**src/rtl/spi_stat_pkg.sv**
```systemverilog
package spi_stat_pkg;

  typedef enum logic [1:0] {
    SEL_MASK  = 2'd0,
    SEL_STAT  = 2'd1,
    SEL_RXLEN = 2'd2,
    SEL_NONE  = 2'd3
  } reg_sel_e;

  // Interrupt source positions (shared by mask and status)
  localparam int SRC_XFR = 0;
  localparam int SRC_TX  = 1;
  localparam int SRC_RX  = 2;
  localparam int N_SRC   = 3;

  // Status-only positions
  localparam int ST_TXEMPTY = 4;
  localparam int ST_RXFULL  = 5;
  localparam int ST_ERR     = 7;

  // Number of bits in one receive frame for a length setting
  function automatic int rx_target(input int len, input int frame);
    return (len == 0) ? frame : len;
  endfunction

  // Next interrupt flag state: sets win over clears
  function automatic logic [N_SRC-1:0] flag_next(input logic [N_SRC-1:0] cur,
                                                 input logic [N_SRC-1:0] set,
                                                 input logic [N_SRC-1:0] clr);
    return (cur & ~clr) | set;
  endfunction

endpackage

```
**src/rtl/spi_rx_frame.sv**
```systemverilog
module spi_rx_frame #(
  parameter int FRAME_W = 8,
  localparam int LEN_W = $clog2(FRAME_W),
  localparam int CNT_W = $clog2(FRAME_W + 1)
) (
  input  logic               clk,
  input  logic               rst_n,
  input  logic               init,
  input  logic [LEN_W-1:0]   len,
  input  logic               bit_valid,
  input  logic               bit_in,
  output logic               done,
  output logic [FRAME_W-1:0] data_q,
  output logic               valid_q
);
  import spi_stat_pkg::*;

  logic [CNT_W-1:0]   cnt_q;
  logic [FRAME_W-1:0] sh_q;
  logic [FRAME_W-1:0] sh_next;
  logic [CNT_W-1:0]   target;

  assign target  = CNT_W'(rx_target(int'(len), FRAME_W));
  assign sh_next = {sh_q[FRAME_W-2:0], bit_in};
  assign done    = bit_valid && !init && ((cnt_q + CNT_W'(1)) == target);

  always_ff @(posedge clk or negedge rst_n) begin
    if (!rst_n) begin
      cnt_q   <= '0;
      sh_q    <= '0;
      data_q  <= '0;
      valid_q <= 1'b0;
    end else begin
      valid_q <= done;
      if (init) begin
        cnt_q <= '0;
        sh_q  <= '0;
      end else if (done) begin
        cnt_q  <= '0;
        sh_q   <= '0;
        data_q <= sh_next;
      end else if (bit_valid) begin
        cnt_q <= cnt_q + CNT_W'(1);
        sh_q  <= sh_next;
      end
    end
  end

endmodule

```
**src/rtl/spi_irq_flags.sv**
```systemverilog
module spi_irq_flags #(
  parameter int N = 3
) (
  input  logic         clk,
  input  logic         rst_n,
  input  logic [N-1:0] set,
  input  logic [N-1:0] clr,
  input  logic [N-1:0] en,
  output logic [N-1:0] flags_q,
  output logic         irq
);
  import spi_stat_pkg::*;

  logic [N-1:0] flags_d;

  assign flags_d = flag_next(flags_q, set, clr);

  always_ff @(posedge clk or negedge rst_n) begin
    if (!rst_n) flags_q <= '0;
    else        flags_q <= flags_d;
  end

  assign irq = |(flags_q & en);

endmodule

```
**src/rtl/spi_fifo_err.sv**
```systemverilog
module spi_fifo_err (
  input  logic clk,
  input  logic rst_n,
  input  logic init,
  input  logic tx_pop,
  input  logic tx_empty,
  input  logic rx_push,
  input  logic rx_full,
  output logic err_evt,
  output logic err_q
);

  assign err_evt = (tx_pop && tx_empty) || (rx_push && rx_full);

  always_ff @(posedge clk or negedge rst_n) begin
    if (!rst_n)       err_q <= 1'b0;
    else if (init)    err_q <= 1'b0;
    else if (err_evt) err_q <= 1'b1;
  end

endmodule

```
**src/rtl/spi_stat_irq.sv**
```systemverilog
module spi_stat_irq #(
  parameter int DATA_W  = 16,
  parameter int FRAME_W = 8,
  localparam int ADDR_W = 2,
  localparam int LEN_W  = $clog2(FRAME_W)
) (
  input  logic               clk,
  input  logic               rst_n,
  input  logic [ADDR_W-1:0]  reg_addr,
  input  logic               reg_wr,
  input  logic               reg_rd,
  input  logic [DATA_W-1:0]  reg_wdata,
  output logic [DATA_W-1:0]  reg_rdata,
  input  logic               ev_tx_byte,
  input  logic               ev_xfr_done,
  input  logic               tx_pop,
  input  logic               tx_empty,
  input  logic               rx_push,
  input  logic               rx_full,
  input  logic               fifo_init,
  input  logic               rx_bit_valid,
  input  logic               rx_bit,
  output logic [FRAME_W-1:0] rx_byte_data,
  output logic               rx_byte_valid,
  output logic               irq
);
  import spi_stat_pkg::*;

  reg_sel_e          sel;
  logic [N_SRC-1:0]  mask_q;
  logic [LEN_W-1:0]  len_q;
  logic [N_SRC-1:0]  flags;
  logic [N_SRC-1:0]  flag_set;
  logic [N_SRC-1:0]  flag_clr;
  logic              rx_done;
  logic              err;
  logic              err_evt;
  logic              wr_mask, wr_stat, wr_len;
  logic [DATA_W-1:0] rd_mux;
  logic              unused_wdata;

  assign sel     = reg_sel_e'(reg_addr);
  assign wr_mask = reg_wr && (sel == SEL_MASK);
  assign wr_stat = reg_wr && (sel == SEL_STAT);
  assign wr_len  = reg_wr && (sel == SEL_RXLEN);
  assign unused_wdata = ^reg_wdata;

  always_ff @(posedge clk or negedge rst_n) begin
    if (!rst_n) begin
      mask_q <= '0;
      len_q  <= '0;
    end else begin
      if (wr_mask) mask_q <= reg_wdata[N_SRC-1:0];
      if (wr_len)  len_q  <= reg_wdata[LEN_W-1:0];
    end
  end

  spi_rx_frame #(.FRAME_W(FRAME_W)) u_rx (
    .clk(clk), .rst_n(rst_n), .init(fifo_init), .len(len_q),
    .bit_valid(rx_bit_valid), .bit_in(rx_bit), .done(rx_done),
    .data_q(rx_byte_data), .valid_q(rx_byte_valid)
  );

  always_comb begin
    flag_set          = '0;
    flag_set[SRC_RX]  = rx_done;
    flag_set[SRC_TX]  = ev_tx_byte;
    flag_set[SRC_XFR] = ev_xfr_done;
    flag_clr          = wr_stat ? reg_wdata[N_SRC-1:0] : '0;
  end

  spi_irq_flags #(.N(N_SRC)) u_flags (
    .clk(clk), .rst_n(rst_n), .set(flag_set), .clr(flag_clr),
    .en(mask_q), .flags_q(flags), .irq(irq)
  );

  spi_fifo_err u_err (
    .clk(clk), .rst_n(rst_n), .init(fifo_init), .tx_pop(tx_pop),
    .tx_empty(tx_empty), .rx_push(rx_push), .rx_full(rx_full),
    .err_evt(err_evt), .err_q(err)
  );

  always_comb begin
    rd_mux = '0;
    case (sel)
      SEL_MASK:  rd_mux[N_SRC-1:0] = mask_q;
      SEL_STAT: begin
        rd_mux[N_SRC-1:0]  = flags;
        rd_mux[ST_TXEMPTY] = tx_empty;
        rd_mux[ST_RXFULL]  = rx_full;
        rd_mux[ST_ERR]     = err;
      end
      SEL_RXLEN: rd_mux[LEN_W-1:0] = len_q;
      default:   rd_mux = '0;
    endcase
  end

  always_ff @(posedge clk or negedge rst_n) begin
    if (!rst_n) reg_rdata <= '0;
    else        reg_rdata <= reg_rd ? rd_mux : '0;
  end

endmodule

```
**config.mk**
```make
export PLATFORM = sky130hd
export DESIGN_NAME = spi_stat_irq
export DESIGN_NICKNAME = d
export VERILOG_FILES = /design/src/rtl/spi_stat_pkg.sv /design/src/rtl/spi_rx_frame.sv /design/src/rtl/spi_irq_flags.sv /design/src/rtl/spi_fifo_err.sv /design/src/rtl/spi_stat_irq.sv
export SDC_FILE = /design/constraint.sdc
export NUM_CORES = 1
export LEC_CHECK = 0
export BUFFER_PORTS_ARGS = -buffer_cell sky130_fd_sc_hd__buf_2
export CORE_ASPECT_RATIO = 1.5
export CORE_MARGIN = 2
export CORE_UTILIZATION = 53
export DETAILED_ROUTE_END_ITERATION = 10
export PLACE_DENSITY = 0.82
export SYNTH_ARGS = -nofsm -noshare
export SYNTH_HDL_FRONTEND = slang
export SYNTH_HIERARCHICAL = 1
export SYNTH_SLANG_ARGS = --single-unit
```
**constraint.sdc**
```tcl
create_clock -name clk -period 4.4 [get_ports clk]
set_clock_uncertainty 0.15 [all_clocks]
set_input_delay 0.44 -clock clk [delete_from_list [all_inputs] [get_ports clk]]
set_output_delay 0.44 -clock clk [all_outputs]
set_load 0.005 [all_outputs]
```
==> impl_metrics.ini <==
[synthesis]
synthFlopType = dfrtp_1
synth.most_common_cell = dfrtp_1
yosys-top-cells-count = dfrtp_1, mux2_2, buf_4
synthCells = 130
synth.top_cell.area_share = 0.524
ys_seq_area_frac = 0.524
synth_edf_count = 0
async_flop_share = 1.00
synth_cell_types = 34
yosysTopAreaCell = dfrtp_1
synth_area_leaders = dfrtp_1, mux2_2, a32o_1
avgSynthCellArea_um2 = 13.2
syn_area_um2 = 1720
synth_warnings = 6
ys_ff_latch = 36

[worst_setup_path]
crit_buf_inv = 0
start_kind = flip-flop
r2r_cells = 5
cp_data_arrival_time_ns = 2.24
rr_endpoint = u_rx/sh_q[1]
critPathTopFamily = XOR/XNOR gates
crit_type = reg2reg
worstPathMaxFanout = 8
required_ns = 4.42
r2r_start = u_rx/cnt_q[0]
path_cells = ha_1, xor2_1, xnor2_1, nand3_1, a32o_1
critical_path_depth = 5
cp-end-kind = flip-flop
r2r_slack_ns = 2.18
cp_slowest_cell = dfrtp_1
critPathMaxStageDelay_ns = 0.44

[clock_tree]
tritoncts = yes
cts_buffer_depth = 2
holdBufCountCts = 0
clk_pin_slew_ns = 0.08
clock_sinks = 36
cts-root-buf = clkbuf_8
numCtsBuffers = 5
htree_num_levels = 2
insertion_delay_ns = 0.29
ctsResizeCount = 0
post-cts-setup-buffers = 0

[route]
met2_length_um = 1670
drt-initial-drc-count = 11
routed_wl_um = 3040
wl_per_cell_um = 14.7
drc_errors = 0
avgViaCountPerCell = 5.31
drt_first_pass_iters = 5
top_layer_used = met4
ant_nets = 0
wl_met1_um = 1100
dr_wl_met3_um = 123
routed-via-count = 1100

[power]
irDropWorstVdd_mv = 0.342
p_total_mw = 0.929
p_leak_nw = 1.02
powerDensity_nw_per_um2 = 459

[placed_design]
numPortBuffers = 33
post-place-ws_ns = 2.22
place_congestion = 0.729
hpwl_um = 2240
dpl-instance-area_um2 = 1860

[global_route]
grt_pass1_vias = 1094
grt_pass1_wl_um = 4730
grt_max_degree = 37
antenna_found_initial = 0
overflow = 0
grtUsageTotal = 0.177

[floorplan]
dieArea_um2 = 3720
coreArea_um2 = 3130
rows = 25
dieWidth_um = 50.5
io_pins = 57
die_h_um = 73.7
initial_core_util = 0.549

[sta]
fin_crit_sh = 0.505
setup_viol = 0
min_period_ns = 2.22
max_freq_mhz = 450
timing.final.hold_violations = 0
tightest_slew_ns = 0.782
totalNegativeSetupSlack_ns = 0
slew_headroom = 0.479
rsz0062_at_grt = false
setup_ws_ns = 2.18
drv_slew = 0

[layout]
fin_util = 0.647
fin_area_um2 = 2020
drive_above_1_share = 0.383
nNetsFinal = 198
area_delta_synth_final_pct = 17.8
antenna_cells = 0

[min_path]
hold_class = in2async

[run]
maxCapViolations = 0

[status]
outcome = finished, final reports clean
==> flip-flops by register name, indices dropped and copies added, names as in the netlist <==
name and count:
u_rx/valid_q 1, reg_rdata 6, u_rx/cnt_q 4, len_q 3
u_flags/flags_q 3, u_err/err_q 1, u_rx/sh_q 7, mask_q 3
u_rx/data_q 8
==> cell families (layout without fill, tap and decap cells) <==
kind of cell	count (synthesis)	after routing	synth area share
AOI/OAI and AO/OA	20	20	0.0983
xor gates and xnor gates	5	5	0.0342
adders and majority gates	1	1	0.00728
buffers and inverters	18	46	0.0706
DFF	36	36	0.524
muxes	19	19	0.121
other	1	10	0.00218
and+or+nand+nor	30	30	0.142
==> cells in the final DEF, fill, tap and decap left out, types with 4 or more instances in the layout <==
master and count:
conb_1 10, mux2i_1 5, dfrtp_1 36, mux2_2 14, and2_1 9, a32o_1 8
buf_2 33, clkbuf_8 5, inv_1 5, o21ai_0 4
==> area by class of cell <==
cell class | instances | area, um2
clock inverters | 3 | 90.1
clock buffers | 5 | 68.8
well taps | 40 | 50.0
fillers | 251 | 1100
flip-flops and latches | 36 | 901
inverters | 5 | 18.8
multi-input cells | 85 | 729
repair buffers | 33 | 165
==> worst reg2reg max path: cells and delay by family (launching register included) <==
kind	cells	cell delay, ns
xor gates and xnor gates	2	0.54
DFF	1	0.44
AOI/OAI and AO/OA	1	0.37
and+or+nand+nor	1	0.35
adders and majority gates	1	0.27
==> worst max-delay path by stage <==
stage | from | end | slack (ns)
floorplan | u_rx/cnt_q[0] | u_rx/cnt_q[1] | 2.46
global placement | fifo_init | u_rx/data_q[2] | 2.28
detailed placement | u_rx/cnt_q[0] | u_rx/sh_q[1] | 2.22
CTS | u_rx/cnt_q[0] | u_rx/sh_q[1] | 2.19
global route | u_rx/cnt_q[0] | u_rx/sh_q[2] | 2.06
finish | u_rx/cnt_q[0] | u_rx/sh_q[1] | 2.18
==> stage by stage <==
stage / hold slack, ns / cells
after floorplan: -0.00559 / 139
after global placement: 0.315 / 199
after detailed placement: 0.331 / 199
after CTS: 0.0956 / 207
after global routing: 0.146 / 207
final: 0.0767 / 207
==> layer usage <==
| layer | up-vias | global-route usage |
|---|---|---|
| li1 | 516 | - |
| met1 | 537 | 0.169 |
| met2 | 37 | 0.316 |
| met3 | 10 | 0.0427 |
| met4 | 0 | 0.141 |
| met5 | - | 0 |
==> power by group <==
part           switching (mW)  leakage, nW  internal [mW]
sequential             0.0277        0.470          0.365
clock                   0.120       0.0784          0.284
combinational          0.0658        0.469         0.0669
total                   0.213         1.02          0.716
(Power assumes the default switching activity.)
